==> src/rtl/ptr_autoinc_pkg.sv <==
package ptr_autoinc_pkg;

    typedef enum logic [1:0] {
        SEL_RAW  = 2'b00,
        SEL_A    = 2'b01,
        SEL_B    = 2'b10,
        SEL_RSV  = 2'b11
    } ptr_sel_e;

    typedef enum logic [1:0] {
        OP_POST_INC = 2'b00,
        OP_POST_DEC = 2'b01,
        OP_PRE_INC  = 2'b10,
        OP_PRE_DEC  = 2'b11
    } ptr_op_e;

    function automatic logic op_is_pre(input ptr_op_e op);
        return op[1];
    endfunction

    function automatic logic op_is_dec(input ptr_op_e op);
        return op[0];
    endfunction

    function automatic logic sel_is_ptr(input ptr_sel_e sel);
        return (sel == SEL_A) || (sel == SEL_B);
    endfunction

endpackage

==> src/rtl/ptr_rewrite.sv <==
module ptr_rewrite
    import ptr_autoinc_pkg::*;
#(
    parameter int PTR_W = 9
) (
    input  logic [PTR_W-1:0] cur_a_i,
    input  logic [PTR_W-1:0] cur_b_i,
    input  logic [1:0]       s_sel_i,
    input  logic [1:0]       s_op_i,
    input  logic [PTR_W-1:0] s_raw_i,
    input  logic [1:0]       d_sel_i,
    input  logic [1:0]       d_op_i,
    input  logic [PTR_W-1:0] d_raw_i,
    output logic [PTR_W-1:0] fld_s_o,
    output logic [PTR_W-1:0] fld_d_o,
    output logic [PTR_W-1:0] nxt_a_o,
    output logic [PTR_W-1:0] nxt_b_o,
    output logic             steps_o
);

    localparam logic [PTR_W-1:0] ONE = PTR_W'(1);

    ptr_sel_e ssel, dsel;
    ptr_op_e  sop, dop;

    assign ssel = ptr_sel_e'(s_sel_i);
    assign dsel = ptr_sel_e'(d_sel_i);
    assign sop  = ptr_op_e'(s_op_i);
    assign dop  = ptr_op_e'(d_op_i);

    function automatic logic [PTR_W-1:0] stepped(input logic [PTR_W-1:0] v, input ptr_op_e op);
        return op_is_dec(op) ? v - ONE : v + ONE;
    endfunction

    function automatic logic [PTR_W-1:0] pick(input ptr_sel_e sel, input logic [PTR_W-1:0] a,
                                              input logic [PTR_W-1:0] b);
        return (sel == SEL_A) ? a : b;
    endfunction

    logic shared;
    assign shared = sel_is_ptr(ssel) && (ssel == dsel);

    always_comb begin
        if (sel_is_ptr(ssel)) begin
            fld_s_o = op_is_pre(sop) ? stepped(pick(ssel, cur_a_i, cur_b_i), sop)
                                     : pick(ssel, cur_a_i, cur_b_i);
        end else begin
            fld_s_o = s_raw_i;
        end

        if (shared) begin
            fld_d_o = fld_s_o;
        end else if (sel_is_ptr(dsel)) begin
            fld_d_o = op_is_pre(dop) ? stepped(pick(dsel, cur_a_i, cur_b_i), dop)
                                     : pick(dsel, cur_a_i, cur_b_i);
        end else begin
            fld_d_o = d_raw_i;
        end

        nxt_a_o = cur_a_i;
        nxt_b_o = cur_b_i;
        if (ssel == SEL_A)      nxt_a_o = stepped(cur_a_i, sop);
        else if (dsel == SEL_A) nxt_a_o = stepped(cur_a_i, dop);
        if (ssel == SEL_B)      nxt_b_o = stepped(cur_b_i, sop);
        else if (dsel == SEL_B) nxt_b_o = stepped(cur_b_i, dop);

        steps_o = sel_is_ptr(ssel) || sel_is_ptr(dsel);
    end

endmodule

==> src/rtl/ptr_stage_reg.sv <==
module ptr_stage_reg #(
    parameter int DW = 8
) (
    input  logic          clk_i,
    input  logic          rst_i,
    input  logic          clr_i,
    input  logic          hold_i,
    input  logic [DW-1:0] d_i,
    output logic [DW-1:0] q_o
);

    always_ff @(posedge clk_i) begin
        if (rst_i || clr_i) begin
            q_o <= '0;
        end else if (!hold_i) begin
            q_o <= d_i;
        end
    end

endmodule

==> src/rtl/ptr_autoinc_unit.sv <==
module ptr_autoinc_unit
    import ptr_autoinc_pkg::*;
#(
    parameter int PTR_W = 9,
    parameter int NSLOT = 2
) (
    input  logic             clk_i,
    input  logic             rst_i,
    input  logic             in_vld_i,
    input  logic [1:0]       s_sel_i,
    input  logic [1:0]       s_op_i,
    input  logic [PTR_W-1:0] s_raw_i,
    input  logic [1:0]       d_sel_i,
    input  logic [1:0]       d_op_i,
    input  logic [PTR_W-1:0] d_raw_i,
    input  logic             stall_i,
    input  logic [NSLOT-1:0] cancel_i,
    output logic             rd_vld_o,
    output logic [PTR_W-1:0] rd_s_o,
    output logic [PTR_W-1:0] rd_d_o,
    output logic [PTR_W-1:0] ptr_a_o,
    output logic [PTR_W-1:0] ptr_b_o
);

    typedef struct packed {
        logic             live;
        logic             stepped;
        logic [PTR_W-1:0] shadow_a;
        logic [PTR_W-1:0] shadow_b;
        logic [PTR_W-1:0] fld_s;
        logic [PTR_W-1:0] fld_d;
    } slot_t;

    localparam int SLOT_W = $bits(slot_t);

    logic [PTR_W-1:0] ptr_a, ptr_b;
    logic [PTR_W-1:0] new_s, new_d, nxt_a, nxt_b;
    logic             new_steps;
    logic             any_cancel;
    slot_t            entry;

    logic [SLOT_W-1:0] slot_q [NSLOT];
    slot_t             slots  [NSLOT];
    logic [NSLOT-1:0]  covered;

    ptr_rewrite #(.PTR_W(PTR_W)) u_rewrite (
        .cur_a_i (ptr_a),
        .cur_b_i (ptr_b),
        .s_sel_i (s_sel_i),
        .s_op_i  (s_op_i),
        .s_raw_i (s_raw_i),
        .d_sel_i (d_sel_i),
        .d_op_i  (d_op_i),
        .d_raw_i (d_raw_i),
        .fld_s_o (new_s),
        .fld_d_o (new_d),
        .nxt_a_o (nxt_a),
        .nxt_b_o (nxt_b),
        .steps_o (new_steps)
    );

    assign any_cancel = |cancel_i;

    always_comb begin
        entry          = '0;
        entry.live     = in_vld_i;
        entry.stepped  = in_vld_i && new_steps;
        entry.shadow_a = ptr_a;
        entry.shadow_b = ptr_b;
        entry.fld_s    = new_s;
        entry.fld_d    = new_d;
    end

    for (genvar k = 0; k < NSLOT; k++) begin : g_slot
        logic             clr;
        logic [SLOT_W-1:0] din;

        assign covered[k] = |cancel_i[NSLOT-1:k];

        if (k == 0) begin : g_head
            assign clr = any_cancel;
            assign din = SLOT_W'(entry);
        end else begin : g_tail
            assign clr = covered[k] || (cancel_i[k-1] && !stall_i);
            assign din = slot_q[k-1];
        end

        ptr_stage_reg #(.DW(SLOT_W)) u_reg (
            .clk_i  (clk_i),
            .rst_i  (rst_i),
            .clr_i  (clr),
            .hold_i (stall_i),
            .d_i    (din),
            .q_o    (slot_q[k])
        );

        assign slots[k] = slot_t'(slot_q[k]);
    end

    logic             restore;
    logic [PTR_W-1:0] back_a, back_b;

    always_comb begin
        restore = 1'b0;
        back_a  = ptr_a;
        back_b  = ptr_b;
        for (int k = 0; k < NSLOT; k++) begin
            if (covered[k] && slots[k].stepped) begin
                restore = 1'b1;
                back_a  = slots[k].shadow_a;
                back_b  = slots[k].shadow_b;
            end
        end
    end

    always_ff @(posedge clk_i) begin
        if (rst_i) begin
            ptr_a <= '0;
            ptr_b <= '0;
        end else if (restore) begin
            ptr_a <= back_a;
            ptr_b <= back_b;
        end else if (!any_cancel && !stall_i && in_vld_i) begin
            ptr_a <= nxt_a;
            ptr_b <= nxt_b;
        end
    end

    assign rd_vld_o = slots[NSLOT-1].live;
    assign rd_s_o   = slots[NSLOT-1].fld_s;
    assign rd_d_o   = slots[NSLOT-1].fld_d;
    assign ptr_a_o  = ptr_a;
    assign ptr_b_o  = ptr_b;

endmodule

==> config.mk <==
export PLATFORM = sky130hd
export DESIGN_NAME = ptr_autoinc_unit
export DESIGN_NICKNAME = d
export VERILOG_FILES = /design/src/rtl/ptr_autoinc_pkg.sv /design/src/rtl/ptr_rewrite.sv /design/src/rtl/ptr_stage_reg.sv /design/src/rtl/ptr_autoinc_unit.sv
export SDC_FILE = /design/constraint.sdc
export NUM_CORES = 1
export LEC_CHECK = 0
export BUFFER_PORTS_ARGS = -buffer_cell sky130_fd_sc_hd__buf_2
export CAP_MARGIN = 20
export CORE_MARGIN = 2
export CORE_UTILIZATION = 51
export CTS_BUF_LIST = sky130_fd_sc_hd__clkbuf_4
export CTS_CLUSTER_SIZE = 14
export DETAILED_ROUTE_END_ITERATION = 7
export HOLD_SLACK_MARGIN = 0.15
export PLACE_DENSITY = 0.79
export SETUP_SLACK_MARGIN = 0.4
export SLEW_MARGIN = 20
export SYNTH_ARGS = -nofsm -noshare
export SYNTH_HDL_FRONTEND = slang
export SYNTH_SLANG_ARGS = --single-unit
==> constraint.sdc <==
create_clock -name clk_i -period 3.9 [get_ports clk_i]
set_input_delay 0.195 -clock clk_i [delete_from_list [all_inputs] [get_ports clk_i]]
set_output_delay 0.195 -clock clk_i [all_outputs]
set_load 0.02 [all_outputs]
==> impl_metrics.toml <==
[run_status]
status = "complete, no violations"

[setup_path]
worst-setup-path-type = "reg2reg"
max_stage_delay_ps = 660
path_buf_inv = 0
cp-end-kind = "flop"
start_kind = "flop"
crit_fanout = 12
arrival_ps = 3390
slowest_stage = "dfxtp_1"
path_delay_family = "compound AO/OA/AOI/OAI gates"
critPathLaunch = "ptr_a_o[0]"
reg2reg_from = "ptr_a_o[0]"
cp_cell_sequence = "mux2i_1, fa_1, nand2b_1, a21oi_1, a41oi_1, mux2i_1, a21oi_1, xnor2_1, o311ai_0"
cp.required_ps = 4250

[final_layout]
syn_to_final_growth_pct = 4.86
diodes = 0
final_layout_size_suffix_gt1_frac = 0.155
post-route-util = 0.544
nets = 782
stdcell_area_mm2 = 0.00616

[clock_tree]
insertion_delay_ps = 460
clk_pin_slew_ps = 160
cts-resized-gates = 0
htreeDepth = 3
tritoncts = "built"
max-clock-path-buffers = 2
cts.sinks = 94
root_buffer = "clkbuf_4"
numCtsBuffers = 9

[placed_design]
place_area_mm2 = 0.00592
hpwl_um = 11000
finalWeightedCongestion = 0.900
pre_cts_slack_ps = 609
io_buffers = 68

[pwr]
clkPwrFrac = 0.292
p_leak_uw = 0.00258
p_sw_frac = 0.299
p_int_uw = 1290
p_comb_frac = 0.172
peakVddDrop_uv = 138
power_frac_seq = 0.536
p_per_area_mw_per_mm2 = 300
switchingPower_uw = 553

[timing]
fin_crit_ps = 3040
tightest_slew_ps = 1030
slew_headroom = 0.305
fmax_ghz = 0.329
tns_ps = 0
post-route-period-util = 0.779
worst_slack_ps = 861
finalHoldViolations = 0
skew_ps = 17.3
grt_setup_unrepaired = "no"
maxSlewViolCount = 0
setup_violations = 0

[detailed_routing]
drt-initial-drc-count = 421
wire_per_inst_um = 17.2
drt_first_pass_iters = 5
drc = 0
viasPerCell = 5.87
postRouteAntennaNets = 0
drt_wl_total_um = 15100
num_vias = 5134

[yosys]
synth_edf_count = 0
synth_top_family_by_area = "simple AND/OR/NAND/NOR gates"
synth_cells = 714
synth-main-ff-cell = "dfxtp_1"
post_synth.cell_area_avg_um2 = 8.23
syn_nets = 770
synth_xor_area_frac = 0.0313
synthSimpleGateAreaFrac = 0.186
synth_compound_area_frac = 0.157
yosys_warnings = 0
synth-adder-area-share = 0.0537
synthArstFlopShare = 0
ys_seq_elements = 94
ys_types = 65
synthMuxAreaShare = 0.150
seq_area_frac_synth = 0.320
syn_area_mm2 = 0.00587

[floorplan]
rows = 39
fp.dieW_um = 111
start_util = 0.519
die_area_mm2 = 0.0124
die_h_um = 111
core_area_mm2 = 0.0113
io_pins = 69

[flow_run]
cap_violations = 0

[global_route]
grt_max_degree = 50
overflow = 0
grt_pass1_vias = 4880
antenna_found_initial = 0
grt_pass1_wl_um = 24600
grt_use_total = 0.243

[worst_hold_path]
hold_path.class = "in2reg"
worstHoldStart = "d_raw_i[7]"
layout by cell type, fill, tap and decap left out, drive strengths merged, types with 3 or more instances in the layout:
cell,netlist,layout
or4,3,3
xnor2,9,9
inv,19,20
or3,6,6
o22ai,5,5
clkinv,2,6
mux2,15,15
dlygate4sd3,1,10
a21oi,40,40
o31ai,3,3
nor3,10,10
clkbuf,35,9
ha,22,22
a32oi,3,3
a41oi,3,3
nand3,13,13
buf,46,73
a31oi,5,5
and3,5,5
mux2i,71,71
o21a,4,4
xor2,12,12
nand4,7,7
nor2,115,115
and2,4,4
a221oi,6,6
a211oi,11,11
nand2b,10,10
o21ai,34,34
dfxtp,94,94
nand2,62,62
a311oi,9,9
registers in the layout (all words and copies together), names as in the netlist:
signal	flops
g_slot.u_reg.q_o	76
ptr_a_o	9
ptr_b_o	9
cell usage after synthesis, types with 2 or more instances:
| master | n | area share |
|---|---|---|
| a311oi_1 | 9 | 0.013 |
| nand2b_1 | 10 | 0.011 |
| nor3_1 | 8 | 0.0068 |
| o22ai_1 | 5 | 0.0053 |
| buf_6 | 2 | 0.0038 |
| mux2i_1 | 70 | 0.12 |
| ha_1 | 22 | 0.047 |
| nand2_1 | 62 | 0.040 |
| mux2_2 | 15 | 0.029 |
| o21ai_0 | 32 | 0.027 |
| o31a_1 | 2 | 0.0030 |
| nor3_2 | 2 | 0.0034 |
| nor4_1 | 2 | 0.0021 |
| a31oi_1 | 5 | 0.0053 |
| a221oi_1 | 6 | 0.0089 |
| xor2_1 | 12 | 0.018 |
| a41oi_1 | 3 | 0.0045 |
| a2111o_1 | 2 | 0.0038 |
| fa_1 | 2 | 0.0068 |
| buf_1 | 5 | 0.0032 |
| o32ai_1 | 2 | 0.0030 |
| buf_4 | 38 | 0.049 |
| a211oi_1 | 11 | 0.014 |
| and3_1 | 4 | 0.0043 |
| a21oi_1 | 40 | 0.034 |
| o21ai_1 | 2 | 0.0017 |
| o31ai_1 | 3 | 0.0038 |
| or4_1 | 2 | 0.0026 |
| o211ai_1 | 2 | 0.0026 |
| a211o_1 | 2 | 0.0030 |
| inv_1 | 19 | 0.012 |
| nand3_1 | 13 | 0.011 |
| nand4_1 | 7 | 0.0075 |
| o21a_1 | 4 | 0.0051 |
| or3_1 | 6 | 0.0064 |
| clkbuf_1 | 30 | 0.019 |
| a32oi_1 | 3 | 0.0045 |
| clkbuf_8 | 4 | 0.0094 |
| nor2_1 | 115 | 0.073 |
| and2_1 | 4 | 0.0043 |
| clkinv_1 | 2 | 0.0013 |
| xnor2_1 | 9 | 0.013 |
| dfxtp_1 | 94 | 0.32 |
power groups by stage:
stage               logic (µW)  clock network (µW)  registers, µW
floorplan                  237                   0            998
global placement           299                   0           1010
detailed placement         304                   0           1010
CTS                        313                 546            988
global route               349                 579            991
finish                     318                 539            989
cells by family after synthesis:
| logic type | after synthesis |
|---|---|
| AND/OR/NAND/NOR | 244 |
| adder cells (fa/ha/maj) | 24 |
| XOR/XNOR | 21 |
| AO/OA/AOI/OAI | 142 |
| flip-flops | 94 |
| buffers and inverters | 103 |
| multiplexers | 86 |
final timing paths:
check	endpoint	slack, ps	depth (start not counted)
max	g_slot[0].u_reg.q_o[8]	860	9
min	g_slot[0].u_reg.q_o[7]	180	4
min reg2reg	g_slot[0].u_reg.q_o[12]	480	2
max reg2reg	g_slot[0].u_reg.q_o[8]	860	9
what timing repair did:
action	CTS	global route
hold buffers	10	0
buffers inserted	0	0
endpoints found under the hold margin	17	0
stage by stage:
step / cells / hold WS, ps / power, µW
after floorplan: 714 / 339 / 1230
after global placement: 848 / 461 / 1310
after detailed placement: 848 / 469 / 1310
after CTS: 874 / 160 / 1850
after global routing: 874 / 191 / 1920
final: 874 / 177 / 1850
routing by layer:
metal | global-route usage | vias to the layer above | wire length [µm]
met5 | 0 | - | 0
li1 | - | 2500 | -
met3 | 0.0536 | 33 | 1120
met2 | 0.386 | 178 | 6890
met4 | 0.0971 | 0 | 340
met1 | 0.323 | 2423 | 6720
layout make-up:
type	instances	area (µm²)
fill	1046	5160
sequential	94	1880
tap	143	179
timing repair buffer	83	480
clock inverter	7	73.8
clock buffer	9	67.6
inverter	21	78.8
multi-input combinational	517	3400
worst min-delay path: cells and delay by family:
| kind | cells | cell delay [ps] |
|---|---|---|
| buffers and inverters | 1 | 90 |
| AOI/OAI and AO/OA | 3 | 320 |
No activity file was read; power rests on OpenSTA's default activity.
